==> src/rtl/blkcmp_pkg.sv <==
package blkcmp_pkg;
    typedef enum logic [1:0] {
        CC_EQ = 2'b00,
        CC_LT = 2'b01,
        CC_GT = 2'b10
    } cc_e;

    typedef enum logic [2:0] {
        S_IDLE,
        S_RD_SRC,
        S_RD_DST,
        S_CMP,
        S_FINISH
    } state_e;
endpackage

==> src/rtl/blkcmp_ptr_step.sv <==
module blkcmp_ptr_step #(
    parameter int AW = 16
) (
    input  logic [AW-1:0] ptr_i,
    input  logic          down_i,
    output logic [AW-1:0] ptr_o
);
    localparam logic [AW-1:0] ONE = AW'(1);

    always_comb begin
        ptr_o = down_i ? (ptr_i - ONE) : (ptr_i + ONE);
    end
endmodule

==> src/rtl/blkcmp_elem_cmp.sv <==
module blkcmp_elem_cmp
    import blkcmp_pkg::*;
#(
    parameter int DW = 16,
    parameter int BW = 8
) (
    input  logic [DW-1:0] src_i,
    input  logic [DW-1:0] dst_i,
    input  logic          byte_mode_i,
    output cc_e           rel_o
);
    logic [DW-1:0] s_ext, d_ext;

    always_comb begin
        if (byte_mode_i) begin
            s_ext = {{(DW-BW){1'b0}}, src_i[BW-1:0]};
            d_ext = {{(DW-BW){1'b0}}, dst_i[BW-1:0]};
        end else begin
            s_ext = src_i;
            d_ext = dst_i;
        end
        if (d_ext > s_ext)      rel_o = CC_GT;
        else if (d_ext < s_ext) rel_o = CC_LT;
        else                    rel_o = CC_EQ;
    end
endmodule

==> src/rtl/blkcmp_engine.sv <==
module blkcmp_engine
    import blkcmp_pkg::*;
#(
    parameter int AW = 16,
    parameter int CW = 16,
    parameter int DW = 16,
    parameter int BW = 8
) (
    input  logic          clk,
    input  logic          rst_n,
    input  logic          start_i,
    input  logic [CW-1:0] count_i,
    input  logic [AW-1:0] src_i,
    input  logic [AW-1:0] dst_i,
    input  logic          dir_down_i,
    input  logic          byte_mode_i,
    output logic          busy_o,
    output logic          done_o,
    output logic [1:0]    cc_o,
    output logic [CW-1:0] count_o,
    output logic [AW-1:0] src_o,
    output logic [AW-1:0] dst_o,
    output logic          mem_rd_o,
    output logic [AW-1:0] mem_addr_o,
    input  logic [DW-1:0] mem_rdata_i
);
    localparam logic [CW-1:0] CNT_ONE = CW'(1);

    state_e        state_q, state_d;
    logic [CW-1:0] cnt_q;
    logic [AW-1:0] src_q, dst_q, src_nx, dst_nx;
    logic [DW-1:0] sdat_q;
    logic          down_q, bmode_q;
    cc_e           cc_q, rel;

    blkcmp_ptr_step #(.AW(AW)) u_src_step (.ptr_i(src_q), .down_i(down_q), .ptr_o(src_nx));
    blkcmp_ptr_step #(.AW(AW)) u_dst_step (.ptr_i(dst_q), .down_i(down_q), .ptr_o(dst_nx));

    blkcmp_elem_cmp #(.DW(DW), .BW(BW)) u_cmp (
        .src_i      (sdat_q),
        .dst_i      (mem_rdata_i),
        .byte_mode_i(bmode_q),
        .rel_o      (rel)
    );

    // next state
    always_comb begin
        state_d = state_q;
        unique case (state_q)
            S_IDLE:   if (start_i) state_d = (count_i == '0) ? S_FINISH : S_RD_SRC;
            S_RD_SRC: state_d = S_RD_DST;
            S_RD_DST: state_d = S_CMP;
            S_CMP:    state_d = (rel != CC_EQ || cnt_q == CNT_ONE) ? S_FINISH : S_RD_SRC;
            S_FINISH: state_d = S_IDLE;
            default:  state_d = S_IDLE;
        endcase
    end

    // state register
    always_ff @(posedge clk or negedge rst_n) begin
        if (!rst_n) state_q <= S_IDLE;
        else        state_q <= state_d;
    end

    // datapath registers
    always_ff @(posedge clk or negedge rst_n) begin
        if (!rst_n) begin
            cnt_q   <= '0;
            src_q   <= '0;
            dst_q   <= '0;
            sdat_q  <= '0;
            down_q  <= 1'b0;
            bmode_q <= 1'b0;
            cc_q    <= CC_EQ;
        end else begin
            unique case (state_q)
                S_IDLE: if (start_i) begin
                    cnt_q   <= count_i;
                    src_q   <= src_i;
                    dst_q   <= dst_i;
                    down_q  <= dir_down_i;
                    bmode_q <= byte_mode_i;
                    cc_q    <= CC_EQ;
                end
                S_RD_DST: sdat_q <= mem_rdata_i;
                S_CMP: begin
                    if (rel != CC_EQ) begin
                        cc_q <= rel;
                    end else begin
                        cnt_q <= cnt_q - CNT_ONE;
                        src_q <= src_nx;
                        dst_q <= dst_nx;
                    end
                end
                default: ;
            endcase
        end
    end

    // outputs
    always_comb begin
        busy_o     = (state_q != S_IDLE);
        done_o     = (state_q == S_FINISH);
        mem_rd_o   = 1'b0;
        mem_addr_o = src_q;
        unique case (state_q)
            S_RD_SRC: begin mem_rd_o = 1'b1; mem_addr_o = src_q; end
            S_RD_DST: begin mem_rd_o = 1'b1; mem_addr_o = dst_q; end
            default:  ;
        endcase
        cc_o    = cc_q;
        count_o = cnt_q;
        src_o   = src_q;
        dst_o   = dst_q;
    end

    // assertions
    p_idle_quiet_r1: assert property (@(posedge clk) disable iff (!rst_n)
        !busy_o |-> (!done_o && !mem_rd_o));
    p_start_ignored_r2: assert property (@(posedge clk) disable iff (!rst_n)
        (busy_o && state_q != S_FINISH && start_i) |=> (busy_o && $stable(down_q) && $stable(bmode_q)));
    p_asc_step_r3: assert property (@(posedge clk) disable iff (!rst_n)
        (state_q == S_CMP && rel == CC_EQ && !down_q) |=> (src_q == $past(src_q) + AW'(1) && dst_q == $past(dst_q) + AW'(1)));
    p_desc_step_r4: assert property (@(posedge clk) disable iff (!rst_n)
        (state_q == S_CMP && rel == CC_EQ && down_q) |=> (src_q == $past(src_q) - AW'(1) && dst_q == $past(dst_q) - AW'(1)));
    p_eq_end_r5: assert property (@(posedge clk) disable iff (!rst_n)
        (done_o && cc_o == CC_EQ) |-> count_o == '0);
    p_mismatch_hold_r6: assert property (@(posedge clk) disable iff (!rst_n)
        (state_q == S_CMP && rel != CC_EQ) |=> (done_o && $stable(cnt_q) && $stable(src_q) && cc_o != CC_EQ));
    p_zero_count_r9: assert property (@(posedge clk) disable iff (!rst_n)
        (state_q == S_IDLE && start_i && count_i == '0) |=> (done_o && !mem_rd_o));
    p_read_pair_r10: assert property (@(posedge clk) disable iff (!rst_n)
        (mem_rd_o && mem_addr_o == src_q && state_q == S_RD_SRC) |=> (mem_rd_o && mem_addr_o == dst_q));
    p_done_pulse_r10: assert property (@(posedge clk) disable iff (!rst_n)
        done_o |=> !done_o);
endmodule

==> config.mk <==
export PLATFORM = sky130hd
export DESIGN_NAME = blkcmp_engine
export DESIGN_NICKNAME = d
export VERILOG_FILES = /design/src/rtl/blkcmp_pkg.sv /design/src/rtl/blkcmp_ptr_step.sv /design/src/rtl/blkcmp_elem_cmp.sv /design/src/rtl/blkcmp_engine.sv
export SDC_FILE = /design/constraint.sdc
export NUM_CORES = 1
export LEC_CHECK = 0
export ABC_AREA = 1
export BUFFER_PORTS_ARGS = -buffer_cell sky130_fd_sc_hd__buf_2
export CORE_MARGIN = 1.5
export CORE_UTILIZATION = 35
export CTS_CLUSTER_SIZE = 24
export DETAILED_ROUTE_END_ITERATION = 8
export GPL_ROUTABILITY_DRIVEN = 0
export MAX_ROUTING_LAYER = met4
export PLACE_DENSITY = 0.6
export SLEW_MARGIN = 15
export SYNTH_ARGS = -nofsm -noshare
export SYNTH_HDL_FRONTEND = slang
export SYNTH_HIERARCHICAL = 1
export SYNTH_SLANG_ARGS = --single-unit
==> constraint.sdc <==
create_clock -name clk -period 5.5 [get_ports clk]
set_input_delay 1.1 -clock clk [delete_from_list [all_inputs] [get_ports clk]]
set_output_delay 1.1 -clock clk [all_outputs]
set_load 0.02 [all_outputs]
==> flow_metrics.tcl, run 1 <==
set metrics [dict create \
    core_um2 17900 \
    grt_pass1_vias 5857 \
    grt_usage_pct 20.42 \
    drtPass1Iterations 5 \
    rrSetupSlack_ns 2.15 \
    dp_cells 1296 \
    area_delta_synth_final_pct 18.67 \
    cp_max_fo 47 \
    ys_top_cells_by_area "dfrtp_1 28%, nand2_1 17%, ha_1 9.0%" \
    synthArstFlopShare_pct 100.0 \
    cp-start-kind "primary input" \
    period_share_pct 62.84 \
    clockRootBuffer "clkbuf_16" \
    hold_viol 0 \
    synth_largest_area_cell "dfrtp_1" \
    ys.flop_type "dfrtp_1" \
    wl_met1_um 8762 \
    htree_levels 3 \
    initial_utilization_pct 35.57 \
    grt_max_degree 72 \
    layout_setup_ws_ns 2.044 \
    startpoint "mem_rdata_i[11]" \
    ios 138 \
    layout-drive-gt1-share_pct 22.53 \
    syn_inst 954 \
    avgSynthCellArea_um2 6.674 \
    critPathCaptureType "flop" \
    rows 49 \
    fp.dieH_um 137.9 \
    setup_viol 0 \
    clkTransAtPathRegs_ns 0.06 \
    dp_slack_ns 1.684 \
    max-slew-margin-rel_pct 29.35 \
    worst_pin_slew_ns 1.058 \
    cts_hold_buffers 0 \
    wl_met3_um 580 \
    period_minus_slack_ns 3.456 \
    vias 6234 \
    worst-r2r-cell-count 13 \
    viasPerCell 4.744 \
    cts.sinks 71 \
    reg2reg_to "count_o[2]" \
    drv_slew 0 \
    port_buffers 137 \
    ctsResizeCount 0 \
    dieArea_um2 19010 \
    synth_top_area_share_pct 27.90 \
    cts_setup_buffers 0 \
    synth_seq_area_share_pct 27.90 \
    grt_overflow 0 \
    wire_per_inst_um 13.78 \
    crit_required_ns 5.72 \
    ys_ff_latch 71 \
    max_freq_mhz 289.3 \
    drt-initial-drc-count 314 \
    netlist_top_cells_count "296 x nand2_1, 129 x inv_1, 92 x nor2_1" \
    nets 1196 \
    syn_nets 1071 \
    crit_end "count_o[2]" \
    drc_errors 0 \
    synth-edff-count 0 \
    clock_latency_ns 0.35 \
    drv_cap 0 \
    cts.path.max_buffers 2 \
    layoutNonFillerInstCount 1314 \
    antenna_found_initial 2 \
    wl_um 18110 \
    synthMostInstantiatedCell "nand2_1" \
    outcome "finished, final reports clean" \
    hold_path.class "flop to flop" \
    tns_ns 0 \
    tritoncts "done" \
    highest_layer "met4" \
    rsz0062_at_grt "no" \
    yosysWarnings 6 \
    wl_met2_um 8238 \
    synth_area_um2 6367 \
    cp.arrival_ns 3.68 \
    hpwlAfterDp_um 13660 \
    skew_ns 0.009488 \
    path_class "primary input to flop" \
    r2r-start "bmode_q" \
    die_w_um 137.9 \
    cts_buffers 9 \
    grt_pass1_wl_um 29120 \
    synthDistinctLibCells 37 \
    ant_nets 0 \
]
[registers in the layout, indices dropped and copies added (netlist names)]
signal	count
sdat_q	16
count_o	16
dst_o	16
state_q	3
down_q	1
bmode_q	1
cc_o	2
src_o	16
[through the flow]
stage                     utilization (%)  hold slack (ns)  cell area [um^2]
after floorplan                         -           0.4457              6367
after global placement              40.19           0.4531              7196
after detailed placement            40.19           0.4588              7196
after CTS                           42.07           0.4757              7531
after global routing                42.21           0.4838              7556
final                               42.21           0.4749              7556
[how the worst min path moves through the flow]
stage                     startpoint    endpoint  slack, ns  depth (start not counted)
after CTS                    cc_o[1]     cc_o[1]       0.48                          2
after global placement       cc_o[0]     cc_o[0]       0.45                          2
final                        cc_o[0]     cc_o[0]       0.47                          2
after floorplan           state_q[2]  state_q[1]       0.45                          1
after detailed placement     cc_o[1]     cc_o[1]       0.46                          2
after global routing         cc_o[1]     cc_o[1]       0.48                          2
[cell families after synthesis]
family / synth area share [%]
XOR/XNOR: 2.201
buffers and inverters: 11.36
multiplexers: 3.183
flip-flops: 27.90
AND/OR/NAND/NOR: 34.09
adder cells (fa/ha/maj): 9.668
AO/OA/AOI/OAI: 11.59
[cell usage in the layout (no fill, tap or decap), types with 3 or more instances in the layout]
| master | count |
|---|---|
| or2_2 | 6 |
| xnor2_1 | 4 |
| a21oi_2 | 6 |
| o21ai_0 | 40 |
| nand3_2 | 6 |
| mux2_2 | 18 |
| o21ai_2 | 4 |
| o211ai_1 | 13 |
| nand2_1 | 296 |
| clkbuf_16 | 9 |
| buf_2 | 136 |
| or2_0 | 18 |
| inv_2 | 15 |
| bufinv_16 | 3 |
| or2_1 | 11 |
| o211ai_2 | 5 |
| nor2_1 | 92 |
| o21ai_1 | 36 |
| nand3_1 | 38 |
| nand4_1 | 3 |
| nor3_2 | 4 |
| dfrtp_1 | 71 |
| buf_4 | 4 |
| ha_1 | 46 |
| nor3_1 | 3 |
| a21oi_1 | 19 |
| xor2_1 | 12 |
| inv_1 | 129 |
| nand2_2 | 20 |
[area by class of cell]
cell class              count  area [um^2]
multi-input cells         711         3877
clock inverters             6        110.1
fillers                  1910        10350
repair buffers            141        730.7
well taps                 229        286.5
clock buffers               9        225.2
flip-flops and latches     71         1777
inverters                 145        544.3
diodes                      2        5.005
[per-layer routing]
layer,track usage (%),vias to the layer above
met5,-,-
met4,9.086,0
met3,1.864,27
met2,31.84,124
met1,27.02,2839
li1,-,3244
[critical path, stage by stage]
cell,delay [ns]
buf_2,0.11
inv_1,0.04
nor2_1,0.03
ha_1,0.34
a21oi_1,0.15
nand2_1,0.07
a21oi_1,0.17
a21oi_1,0.11
nor2_1,0.20
inv_1,0.08
nand2_1,0.08
nand3_2,0.73
o21ai_1,0.38
nand2_1,0.07
Power of run 1 is not shown: default switching activity piles up to over one toggle a cycle in this logic, so the estimate is an artifact.
==> run 2: changes to the inputs <==
--- a/config.mk
+++ b/config.mk
@@ -13,7 +13,7 @@
 export DETAILED_ROUTE_END_ITERATION = 8
 export GPL_ROUTABILITY_DRIVEN = 0
 export MAX_ROUTING_LAYER = met4
-export PLACE_DENSITY = 0.6
+export PLACE_DENSITY = 0.62
 export SLEW_MARGIN = 15
 export SYNTH_ARGS = -nofsm -noshare
 export SYNTH_HDL_FRONTEND = slang
==> constraint.sdc (replaced) <==
create_clock -name clk -period 2.8 [get_ports clk]
set_input_delay 0.56 -clock clk [delete_from_list [all_inputs] [get_ports clk]]
set_output_delay 0.56 -clock clk [all_outputs]
set_load 0.02 [all_outputs]
==> flow_metrics.tcl, run 2 (synthesis gave the netlist of run 1 again) <==
set metrics [dict create \
    skew_ns 0.008207 \
    cp_max_fo 29 \
    max_freq_mhz 395.3 \
    grt_pass1_vias 5649 \
    n_antenna_cell 0 \
    clock_latency_ns 0.35 \
    dieArea_um2 19010 \
    wire_per_inst_um 13.72 \
    crit_required_ns 2.24 \
    rsz0062_at_grt "no" \
    reg2reg_to "count_o[3]" \
    setup_viol 0 \
    area_delta_synth_final_pct 19.30 \
    drv_slew 0 \
    drt-initial-drc-count 332 \
    core_um2 17900 \
    clkTransAtPathRegs_ns 0.06 \
    vias 6184 \
    cts_buffers 9 \
    viasPerCell 4.688 \
    die_w_um 137.9 \
    period_share_pct 90.34 \
    antenna_found_initial 0 \
    critPathCaptureType "output port" \
    port_buffers 137 \
    r2r-start "bmode_q" \
    max-slew-margin-rel_pct 33.91 \
    clockRootBuffer "clkbuf_16" \
    drv_cap 0 \
    hpwlAfterDp_um 13970 \
    cts.sinks 71 \
    fp.dieH_um 137.9 \
    ant_nets 0 \
    drc_errors 0 \
    outcome "finished, final reports clean" \
    rows 49 \
    cts.path.max_buffers 2 \
    tns_ns 0 \
    period_minus_slack_ns 2.529 \
    wl_um 18090 \
    final_common_cell "nand2_1" \
    path_class "flop to output port" \
    nets 1202 \
    hold_viol 0 \
    placed_area_um2 7273 \
    worst-r2r-cell-count 14 \
    layout-drive-gt1-share_pct 23.12 \
    final_cell_mix "296 x nand2_1, 136 x buf_2, 128 x inv_1" \
    tritoncts "done" \
    worst_pin_slew_ns 0.9914 \
    htree_levels 3 \
    grt_max_degree 72 \
    cp.arrival_ns 1.97 \
    initial_utilization_pct 35.57 \
    drtPass1Iterations 5 \
    hold_path.class "primary input to async pin" \
    ios 138 \
    cts_hold_buffers 0 \
    grt_overflow 0 \
    register_area_um2 1777 \
    multiInputGateArea_um2 3877 \
    grt_usage_pct 20.30 \
    cp-start-kind "flop" \
    final_area_um2 7596 \
    rrSetupSlack_ns 0.33 \
    nFillCells 1885 \
    grt_pass1_wl_um 28690 \
]
## run 2: cell types whose count changed in the layout (fill, tap and decap cells not counted)
cell / before / now
inv_2: 15 / 16
diode_2: 2 / 0
bufinv_16: 3 / 2
inv_1: 129 / 128
buf_12: 1 / 2
clkinv_4: 0 / 2
buf_4: 4 / 9
## run 2: worst max-delay path by stage
stage | start | to | cells after the start
floorplan | bmode_q | src_o[15] | 18
global placement | mem_rdata_i[11] | count_o[3] | 15
detailed placement | mem_rdata_i[11] | count_o[3] | 15
CTS | state_q[2] | mem_addr_o[12] | 6
global route | bmode_q | count_o[3] | 14
finish | state_q[2] | mem_addr_o[13] | 4
## run 2: repair_timing
action	4_1_cts	5_1_grt
setup buffers	0	0
endpoints found under the setup margin	0	1
resized for setup	0	1
## run 2: critical path, cell delays in order, from the launching register on
cell     delay [ns]
dfrtp_1        0.40
inv_2          0.11
nand3_2        0.41
o21ai_0        0.46
buf_2          0.23
## run 2: routing by layer
metal	track usage [%]	part of all wire, %
met3	2.485	3.8
met1	27.20	48
met2	31.70	46
met5	-	0
met4	7.002	2.5
## run 2: cell type report
cell class	instances	area share, %
flip-flops and latches	71	23.39
clock inverters	7	1.285
well taps	229	3.772
multi-input cells	711	51.05
inverters	145	7.165
repair buffers	147	10.38
clock buffers	9	2.965
## run 2: through the flow
step | hold WS (ns) | worst slack, ns | utilization [%] | std cells
after CTS | 0.4158 | 0.2435 | 42.43 | 1319
after global routing | 0.4431 | 0.06487 | 42.43 | 1319
after global placement | 0.4533 | 0.2683 | 40.63 | 1303
after floorplan | 0.2644 | 0.4654 | - | 954
after detailed placement | 0.4571 | 0.2125 | 40.63 | 1303
final | 0.3461 | 0.2705 | 42.43 | 1319
Power of run 2 is left out for the same reason.
